[src/rtl/ptw_pkg.sv]
package ptw_pkg;
  localparam int PG_SHIFT  = 12;
  localparam int PPN_SHIFT = 10;
  localparam int B_VALID = 0;
  localparam int B_PTR   = 1;
  localparam int B_RD    = 2;
  localparam int B_WR    = 3;
  localparam int B_EX    = 4;
  localparam int B_USER  = 5;
  localparam int B_REF   = 6;
  localparam int B_DIRTY = 7;

  typedef enum logic [1:0] {
    MODE_NONE = 2'd0,
    MODE_L2   = 2'd1,
    MODE_L3   = 2'd2,
    MODE_L4   = 2'd3
  } ptwMode_e;

  // strobes from control to datapath
  typedef struct packed {
    logic load;
    logic latchPte;
    logic descend;
    logic markFault;
    logic markPage;
  } ptwCtl_t;

  // status from datapath to control
  typedef struct packed {
    logic cfgOk;
    logic entryOob;
    logic isPointer;
    logic atLastLevel;
    logic permOk;
    logic pageOob;
  } ptwStat_t;

  function automatic logic leafAllowed(input logic [63:0] pte, input logic sup,
                                       input logic st, input logic fe);
    logic need;
    need = fe ? pte[B_EX] : (st ? pte[B_WR] : pte[B_RD]);
    return pte[B_VALID] && !pte[B_PTR] && need && (sup || pte[B_USER]);
  endfunction
endpackage

[src/rtl/ptw_datapath.sv]
module ptw_datapath
  import ptw_pkg::*;
#(
  parameter int XLEN = 64
) (
  input  logic            clk,
  input  logic            rstN,
  input  ptwCtl_t         ctl,
  input  logic [XLEN-1:0] vaddr,
  input  logic            isSuper,
  input  logic            isStore,
  input  logic            isFetch,
  input  logic [XLEN-1:0] rootBase,
  input  logic [1:0]      mode,
  input  logic [XLEN-1:0] memSize,
  input  logic [63:0]     memRdata,
  output ptwStat_t        stat,
  output logic [XLEN-1:0] memAddr,
  output logic [63:0]     memWdata,
  output logic            memWide,
  output logic [XLEN-1:0] respPage
);
  localparam int SHW = $clog2(XLEN) + 1;

  logic [XLEN-1:0] vaR, baseR, memSizeR, resultR;
  logic [63:0]     pteR;
  logic [1:0]      modeR, levelR;
  logic            supR, storeR, fetchR;

  logic [2:0]      lvCount;
  logic [3:0]      idxBits;
  logic            modeOk;
  logic [SHW-1:0]  ptShift, vaBits;
  logic [XLEN-1:0] topMask, idxMask, index, entryAddr;
  logic [XLEN-1:0] ppn, lowVpn, pageBase;
  logic [63:0]     wbEntry;
  logic            canon;

  function automatic logic [1:0] topLevel(input logic [1:0] m);
    case (m)
      MODE_L2: return 2'd1;
      MODE_L3: return 2'd2;
      MODE_L4: return 2'd3;
      default: return 2'd0;
    endcase
  endfunction

  // geometry chosen by the latched mode
  always_comb begin
    modeOk  = 1'b1;
    memWide = 1'b1;
    lvCount = 3'd3;
    idxBits = 4'd9;
    case (modeR)
      MODE_L2: begin lvCount = 3'd2; idxBits = 4'd10; memWide = 1'b0; end
      MODE_L3: begin lvCount = 3'd3; idxBits = 4'd9; end
      MODE_L4: begin lvCount = 3'd4; idxBits = 4'd9; end
      default: modeOk = 1'b0;
    endcase
  end

  always_comb begin
    ptShift   = SHW'(levelR) * SHW'(idxBits);
    vaBits    = SHW'(PG_SHIFT) + SHW'(lvCount) * SHW'(idxBits);
    topMask   = {XLEN{1'b1}} << (vaBits - SHW'(1));
    canon     = ((vaR & topMask) == '0) || ((vaR & topMask) == topMask);
    idxMask   = (XLEN'(1) << idxBits) - XLEN'(1);
    index     = (vaR >> (SHW'(PG_SHIFT) + ptShift)) & idxMask;
    entryAddr = baseR + (memWide ? (index << 3) : (index << 2));
    ppn       = XLEN'(pteR >> PPN_SHIFT);
    lowVpn    = (vaR >> PG_SHIFT) & ((XLEN'(1) << ptShift) - XLEN'(1));
    pageBase  = (ppn | lowVpn) << PG_SHIFT;
    wbEntry   = pteR;
    wbEntry[B_REF] = 1'b1;
    if (storeR) wbEntry[B_DIRTY] = 1'b1;
  end

  assign stat.cfgOk       = modeOk && canon;
  assign stat.entryOob    = entryAddr >= memSizeR;
  assign stat.isPointer   = pteR[B_VALID] && pteR[B_PTR];
  assign stat.atLastLevel = (levelR == 2'd0);
  assign stat.permOk      = leafAllowed(pteR, supR, storeR, fetchR);
  assign stat.pageOob     = pageBase >= memSizeR;

  assign memAddr  = entryAddr;
  assign memWdata = memWide ? wbEntry : {32'd0, wbEntry[31:0]};
  assign respPage = resultR;

  always_ff @(posedge clk or negedge rstN) begin
    if (!rstN) begin
      vaR      <= '0;
      baseR    <= '0;
      memSizeR <= '0;
      resultR  <= '1;
      pteR     <= '0;
      modeR    <= '0;
      levelR   <= '0;
      supR     <= 1'b0;
      storeR   <= 1'b0;
      fetchR   <= 1'b0;
    end else begin
      if (ctl.load) begin
        vaR      <= vaddr;
        baseR    <= rootBase;
        memSizeR <= memSize;
        modeR    <= mode;
        levelR   <= topLevel(mode);
        supR     <= isSuper;
        storeR   <= isStore && !isFetch;
        fetchR   <= isFetch;
      end
      if (ctl.latchPte) pteR <= memWide ? memRdata : {32'd0, memRdata[31:0]};
      if (ctl.descend) begin
        baseR  <= ppn << PG_SHIFT;
        levelR <= levelR - 2'd1;
      end
      if (ctl.markFault)     resultR <= '1;
      else if (ctl.markPage) resultR <= pageBase;
    end
  end
endmodule

[src/rtl/ptw_control.sv]
module ptw_control
  import ptw_pkg::*;
(
  input  logic     clk,
  input  logic     rstN,
  input  logic     start,
  input  logic     memAck,
  input  ptwStat_t stat,
  output ptwCtl_t  ctl,
  output logic     ready,
  output logic     respValid,
  output logic     memReq,
  output logic     memWrite
);
  typedef enum logic [2:0] {
    ST_IDLE, ST_LOOKUP, ST_FETCH, ST_DECODE, ST_UPDATE, ST_FINISH
  } ptwState_e;

  ptwState_e state, stateNxt;

  always_comb begin
    stateNxt  = state;
    ctl       = '0;
    ready     = 1'b0;
    respValid = 1'b0;
    memReq    = 1'b0;
    memWrite  = 1'b0;
    case (state)
      ST_IDLE: begin
        ready = 1'b1;
        if (start) begin
          ctl.load = 1'b1;
          stateNxt = ST_LOOKUP;
        end
      end
      ST_LOOKUP: begin
        if (!stat.cfgOk || stat.entryOob) begin
          ctl.markFault = 1'b1;
          stateNxt      = ST_FINISH;
        end else begin
          stateNxt = ST_FETCH;
        end
      end
      ST_FETCH: begin
        memReq = 1'b1;
        if (memAck) begin
          ctl.latchPte = 1'b1;
          stateNxt     = ST_DECODE;
        end
      end
      ST_DECODE: begin
        if (stat.isPointer) begin
          if (stat.atLastLevel) begin
            ctl.markFault = 1'b1;
            stateNxt      = ST_FINISH;
          end else begin
            ctl.descend = 1'b1;
            stateNxt    = ST_LOOKUP;
          end
        end else if (stat.permOk) begin
          stateNxt = ST_UPDATE;
        end else begin
          ctl.markFault = 1'b1;
          stateNxt      = ST_FINISH;
        end
      end
      ST_UPDATE: begin
        memReq   = 1'b1;
        memWrite = 1'b1;
        if (memAck) begin
          if (stat.pageOob) ctl.markFault = 1'b1;
          else              ctl.markPage  = 1'b1;
          stateNxt = ST_FINISH;
        end
      end
      ST_FINISH: begin
        respValid = 1'b1;
        stateNxt  = ST_IDLE;
      end
      default: stateNxt = ST_IDLE;
    endcase
  end

  always_ff @(posedge clk or negedge rstN) begin
    if (!rstN) state <= ST_IDLE;
    else       state <= stateNxt;
  end
endmodule

[src/rtl/pt_walker.sv]
module pt_walker
  import ptw_pkg::*;
#(
  parameter int XLEN = 64
) (
  input  logic            clk,
  input  logic            rstN,
  input  logic            start,
  input  logic [XLEN-1:0] vaddr,
  input  logic            isSuper,
  input  logic            isStore,
  input  logic            isFetch,
  input  logic [XLEN-1:0] rootBase,
  input  logic [1:0]      mode,
  input  logic [XLEN-1:0] memSize,
  output logic            ready,
  output logic            respValid,
  output logic [XLEN-1:0] respPage,
  output logic            memReq,
  output logic            memWrite,
  output logic            memWide,
  output logic [XLEN-1:0] memAddr,
  output logic [63:0]     memWdata,
  input  logic            memAck,
  input  logic [63:0]     memRdata
);
  ptwCtl_t  ctl;
  ptwStat_t stat;

  ptw_control u_ctrl (
    .clk(clk), .rstN(rstN), .start(start), .memAck(memAck), .stat(stat),
    .ctl(ctl), .ready(ready), .respValid(respValid), .memReq(memReq),
    .memWrite(memWrite)
  );

  ptw_datapath #(.XLEN(XLEN)) u_dp (
    .clk(clk), .rstN(rstN), .ctl(ctl), .vaddr(vaddr), .isSuper(isSuper),
    .isStore(isStore), .isFetch(isFetch), .rootBase(rootBase), .mode(mode),
    .memSize(memSize), .memRdata(memRdata), .stat(stat), .memAddr(memAddr),
    .memWdata(memWdata), .memWide(memWide), .respPage(respPage)
  );
endmodule

[config.mk]
export PLATFORM = sky130hd
export DESIGN_NAME = pt_walker
export DESIGN_NICKNAME = d
export VERILOG_FILES = /design/src/rtl/ptw_pkg.sv /design/src/rtl/ptw_datapath.sv /design/src/rtl/ptw_control.sv /design/src/rtl/pt_walker.sv
export SDC_FILE = /design/constraint.sdc
export NUM_CORES = 1
export LEC_CHECK = 0
export ABC_AREA = 1
export BUFFER_PORTS_ARGS = -buffer_cell sky130_fd_sc_hd__buf_2
export CAP_MARGIN = 20
export CORE_ASPECT_RATIO = 0.8
export CORE_MARGIN = 8
export CORE_UTILIZATION = 45
export DETAILED_ROUTE_END_ITERATION = 8
export PLACE_DENSITY = 0.73
export SLEW_MARGIN = 20
export SYNTH_ARGS = -nofsm -noshare
export SYNTH_HDL_FRONTEND = slang
export SYNTH_SLANG_ARGS = --single-unit
[constraint.sdc]
create_clock -name clk -period 14.37 [get_ports clk]
set_clock_uncertainty 0.1 [all_clocks]
set_input_delay 0 -clock clk [delete_from_list [all_inputs] [get_ports clk]]
set_output_delay 0 -clock clk [all_outputs]
set_load 0.05 [all_outputs]
# == Word level (Yosys, flattened, before mapping) ==
# Index checks and enable logic that the tools add are counted.
# word_totals
in_bits,265
latchBits,0
ff_bits,330
rom_bits,0
mem_count,0
word_cells,110
ram_bits,0
# classes
mux,45
n_div,0
n_eq_ne,15
multipliers,2
n_lt_le_gt_ge,2
shift,4
n_bitwise,4
reduce_logical,20
add_sub_neg,7
# op_table
cell,n
$mux 64,7
$ge 64x64->1,2
$add 64x64->64,1
$and 64x64->64,1
$eq 64x64->1,1
$logic_not 64->1,1
$shl 64x7->64 const A,1
$shr 64x7->62,1
$and 62x62->62,1
$shl 1x4->62 const A,1
$sub 62x2->62 const B,1
$and 52x52->52,1
$or 52x52->52,1
$shl 1x6->52 const A,1
$sub 52x1->52 const B,1
$mux 1,24
$mux 3,6
$pmux 3 s5,1
$eq 2x2->1 const B,4
$mux 2,4
$add 4x6->7 const A,1
$add 4x7->7 const A,1
$mul 3x4->7,1
$sub 7x1->7 const B,1
other kinds (19),34

# == Logic depth before layout (Yosys ltp) ==
# logic_depth
word_depth,15
ltp_mapped,43
depth_no_buf,40

# == Modules after synthesis ==
# Synthesis repeated with hierarchy kept, for this count alone.
# unflattened
cells_unflattened,2876
area_unflattened_um2,21435.6
# modules_own_cells
module,cells_per_inst,area_per_inst_um2,instances,seq_area_each_um2
ptw_datapath,2831,21176.6,1,7798.7
ptw_control,45,259.0,1,75.1

# == Worst setup path after synthesis ==
# No wires, ideal clock.
# synth_timing
kind,reg2reg
startpoint,reg u_dp.levelR[1]
endpoint,"reg u_dp.resultR[12], in the netlist u_dp.respPage[12]"
path_slack_ns,7.565
n_path_buf,6
arrival_ns,6.626
setup_ns,0.079
synth_period_minus_slack_ns,6.805
stages_incl_launch_ff,36
path_cell_list,dfrtp_1 -> buf_2 -> inv_1 -> clkbuf_1 -> buf_1 -> nor2_1 -> ha_1 -> buf_1 -> nor2_1 -> buf_2 -> nand2_1 -> o21ai_0 -> o21ai_0 -> nand4_1 -> nand2_1 -> ha_1 -> a21o_1 -> a21oi_1 -> o21ai_2 -> a21boi_1 -> nor2_1 -> nand2_1 -> nor2_1 -> xor2_1 -> ha_1 -> a21oi_1 -> o21ai_0 -> nand2_1 -> nand2_1 -> nand2_1 -> nand2_1 -> a21oi_1 -> nand4_2 -> a21oi_4 -> buf_6 -> nand2_1
# synth_via
elab_chain_len,11
word_cells_on_any_way,25
cone_classes,add/sub: 3; mul: 1; order compare: 2; shift: 2; mux: 11; bitwise: 3; reduce/logical: 3
# synth_lines
item,line,text
from (decl),ptw_datapath.sv:27,"logic [1:0] modeR, levelR;"
from (signal assigned),ptw_datapath.sv:107,levelR <= topLevel(mode);
from (signal assigned),ptw_datapath.sv:115,levelR <= levelR - 2'd1;
$mul 2x4->6 *,ptw_datapath.sv:63,ptShift = SHW'(levelR) * SHW'(idxBits);
$add 4x6->7 *,ptw_datapath.sv:68,index = (vaR >> (SHW'(PG_SHIFT) + ptShift)) & idxMask;
$shr 64x7->62 *,ptw_datapath.sv:68,
$and 62x62->62 *,ptw_datapath.sv:68,
$mux 64 *,ptw_datapath.sv:69,entryAddr = baseR + (memWide ? (index << 3) : (index << 2));
$add 64x64->64 *,ptw_datapath.sv:69,
named net memAddr[51],pt_walker.sv:22,"output logic [XLEN-1:0] memAddr,"
$ge 64x64->1 *,ptw_datapath.sv:79,assign stat.entryOob = entryAddr >= memSizeR;
$logic_or 1x1->1 *,ptw_control.sv:37,if (!stat.cfgOk || stat.entryOob) begin
$mux 1 *,ptw_control.sv:37,
$pmux 1 s3 *,ptw_control.sv:28,case (state)
$mux 64 / $reduce_bool 2->1 (equally long branches),-,
to (signal assigned),ptw_datapath.sv:118,else if (ctl.markPage) resultR <= pageBase;
to (decl),ptw_datapath.sv:25,"logic [XLEN-1:0] vaR, baseR, memSizeR, resultR;"
# The timed path passes the listed nets; every way through them passes the cells marked *. The select of a mux whose other input is x is not followed.
# A chain may end at the register's enable or synchronous reset.

# == Worst setup path after layout ==
# layout_timing
startpoint,reg u_dp.modeR[0]
endpoint,"reg u_dp.resultR[17], in the netlist u_dp.respPage[17]"
# layout_via
elab_chain_len,15
word_cells_on_any_way,41
cone_classes,add/sub: 6; mul: 2; order compare: 2; eq/ne: 4; shift: 4; mux: 12; bitwise: 4; reduce/logical: 7
# layout_lines
item,line,text
from (decl),ptw_datapath.sv:27,
from (signal assigned),ptw_datapath.sv:106,modeR <= mode;
branches (longest 15 deep; another with $add 64x64->64),-,
# Several ways; the timed one is not identified. The select of a mux whose other input is x is not followed.

==> metrics <==
status finished, violations left; failing checks hold timing; worst r2r src u_dp.modeR[0]; CTS Buf Count 36; number of buffers and inverters on the critical path 3; crit share post-route 62.5%; CTS tree built; hold crit path type primary input to asynchronous set/reset pin; number of antenna-violating nets in the routed design 0; unique cell type count in the Yosys netlist 51; Leak 13.3 nW; row count 71; Initial Utilization 45.4%; Layout area overhead 28.7%; min cycle time layout 8980 ps; slew margin rel. 30.5%; clk root buf clkbuf_16; critical path class flop to flop; largest net degree at the start of global routing 145; Setup crit start kind flop; Critical Path RT 14,700 ps; gp weighted congestion 1.01; vias in the first global route 22,600; Mean Syn Cell Area 7.15 um^2; port bufs 453; number of flops mapped to enable cells by yosys 0; crit end category flop; cts hold-fix bufs 264; Power Density 271 mW/mm^2; actual slew at the worst max-slew pin 1030 ps; post-placement cell count 3,893; clk_lat worst skew 570 ps; RR Endpoint u_dp.respPage[17]; DR WL/cell 21.8 um; DR iter-0 viols 2,816; Die Y 210 um; share of async-settable or async-resettable flops after synthesis 100%; CP most frequent cell nand2_1; clk slew on worst S/H paths 60 ps; Yosys Warn Count 0; delay of the slowest critical-path stage 610 ps; fin cells 4,223; gr usage total 32.7%; synthesized area 0.0213 mm^2; hold_ws -3.34 ps; register bit total from synthesis 312; 1st-pass router iterations 6; CTS HTree Levels 2; critical path's slowest cell nor2_1; Worst R2R Setup Slack 5390 ps; Hold Fails Final Rpt 1; DRC 0; f_max 0.111 GHz; layout cells sized above 1 17.1%; footprint of the multi-input gates 0.0112 mm^2; post-synthesis sequential area ratio 37.0%; dominant synthesized flop cell dfrtp_1; Ports 462; postcts setup bufs 0; fillers 4,251; Slew Viols, Final 0; # setup viols final 0; Top delay family on crit path simple AND/OR/NAND/NOR gates; DIE WIDTH 259 um; clock sinks 312; TNS Setup 0 ps; post-synthesis cell count 2,972; dpl hpwl 68,000 um; Remaining Overflow, GRT 0; Max IR drop VDD 0.000316 V; post-CTS sizing 0; number of antenna violations at the first check in global routing 5; first-pass GRT wire length 138,000 um; Total Wirelength 92,100 um; Worst Reg-to-Reg Cells 34; vias 23,500; register area 0.00787 mm^2; clk buf depth 3; crit path max fanout 75; Worst Path Arrival 9310 ps; RSZ-0062 raised after global routing no; # Max-Cap Violations 0; Core ar. 0.0468 mm^2; die area 0.0545 mm^2; Crit. path cell count 34; Nets 3,980; post-DR vias/cell 5.56
## placed cells by master, fill, tap and decap left out, types with 20 or more instances in the layout
| master | n |
|---|---|
| inv_1 | 318 |
| a21oi_1 | 116 |
| dfstp_2 | 53 |
| xor2_1 | 47 |
| nand3_1 | 164 |
| nand2_1 | 858 |
| dfrtp_1 | 259 |
| o21ai_0 | 369 |
| o21ai_1 | 22 |
| nand4_1 | 49 |
| buf_2 | 452 |
| nor3_1 | 39 |
| ha_1 | 139 |
| o221ai_1 | 23 |
| dlygate4sd3_1 | 264 |
| o211ai_1 | 38 |
| buf_4 | 20 |
| clkbuf_16 | 38 |
| nor2_1 | 194 |
## cell type report
type / count / area share, %
Antenna cell: 1 / 0.00914
Clock buffer: 56 / 3.90
Clock inverter: 9 / 0.325
Inverter: 327 / 4.52
Multi-Input combinational cell: 2160 / 41.0
Sequential cell: 312 / 28.8
Tap cell: 620 / 2.83
Timing Repair Buffer: 738 / 18.6
## routing by layer
layer	global-route usage [%]	share of wire, %	vias to the layer above
li1	-	-	10900
met1	45.1	41	10900
met2	49.3	43	1452
met3	7.46	11	250
met4	12.9	4.6	2
met5	0	0.016	-
## Yosys cell counts (2+ instances only)
cell        n  area [um^2]
a21oi_1   116          581
buf_2      29          145
o21ai_1    22          110
o211ai_1   38          285
nand4_1    49          307
and3_1      3         18.8
buf_6      12          135
or2_1       2         12.5
buf_1      13         48.8
inv_1     318         1190
a31oi_1     3         18.8
dfstp_2    53         1390
inv_2       6         22.5
or2_2      11         68.8
nor2_1    196          736
o21a_1      7         52.6
nand2_1   859         3220
nand3_1   164          821
xor2_1     47          412
dfrtp_1   259         6480
clkinv_1    2         7.51
o21ai_0   369         1850
nor4_1     10         62.6
o22ai_1     6         37.5
nand3b_1    2         15.0
o21ai_2     2         17.5
nand2_2     6         37.5
a22o_1     12          105
nor3_1     39          195
clkbuf_1   75          282
ha_1      139         1740
a21oi_2     2         17.5
o21bai_1    2         15.0
conb_1      2         7.51
xnor2_1    13          114
o221ai_1   23          201
a21o_1      3         22.5
buf_4      45          338
## worst register-to-register path: cells and delay by family, from the launching register on
family / cells / cell delay [ps]
xor+xnor: 1 / 230
fa+ha+maj: 2 / 640
simple gates: 18 / 3570
flops: 1 / 520
buf+inv: 3 / 1640
compound gates: 10 / 2200
## per-stage QoR
step | hold slack [ps] | setup slack, ps | power, mW | utilization [%] | area, um^2
2_1_floorplan | -396 | 7560 | 4.97 | - | 21300
3_3_place_gp | 15.7 | 5910 | 6.24 | 50.3 | 23600
3_5_place_dp | 6.10 | 5780 | 6.29 | 50.3 | 23600
4_1_cts | 17.2 | 5730 | 7.31 | 58.4 | 27400
5_1_grt | 96.7 | 4840 | 7.92 | 58.5 | 27400
6_report | -3.34 | 5390 | 7.41 | 58.5 | 27400
## state kept, by name, summed over array words and instances, names as in the netlist
name,flops
u_dp.storeR,1
u_dp.baseR,64
u_dp.pteR,63
u_dp.memSizeR,64
u_dp.vaR,58
u_dp.levelR,2
u_dp.supR,1
u_dp.modeR,2
u_dp.fetchR,1
u_dp.respPage,53
u_ctrl.state,3
## cells by family (layout without fill, tap and decap cells)
group | count (synthesis) | in the layout | synth area share [%]
flip-flops | 312 | 312 | 37.0
AO/OA/AOI/OAI | 609 | 609 | 15.8
XOR/XNOR | 60 | 60 | 2.47
buffers and inverters | 501 | 1130 | 10.2
other | 2 | 4 | 0.0353
adder cells (fa/ha/maj) | 140 | 140 | 8.27
multiplexers | 1 | 1 | 0.0471
AND/OR/NAND/NOR | 1347 | 1347 | 26.1
## power breakdown
part           switching [mW]  internal [mW]  leakage (nW)
sequential              0.294           1.25          3.73
combinational            3.60           1.35          9.03
clock                   0.392          0.532         0.557
total                    4.28           3.13          13.3
## how the worst max path moves through the flow
stage              startpoint  slack, ps           endpoint
6_report        u_dp.modeR[0]       5390  u_dp.respPage[17]
4_1_cts         u_dp.modeR[0]       5730  u_dp.respPage[17]
2_1_floorplan  u_dp.levelR[1]       7560  u_dp.respPage[12]
5_1_grt         u_dp.modeR[1]       4840  u_dp.respPage[17]
3_5_place_dp    u_dp.modeR[1]       5780  u_dp.respPage[17]
3_3_place_gp   u_dp.levelR[1]       5910  u_dp.respPage[51]
(Power assumes the default switching activity.)
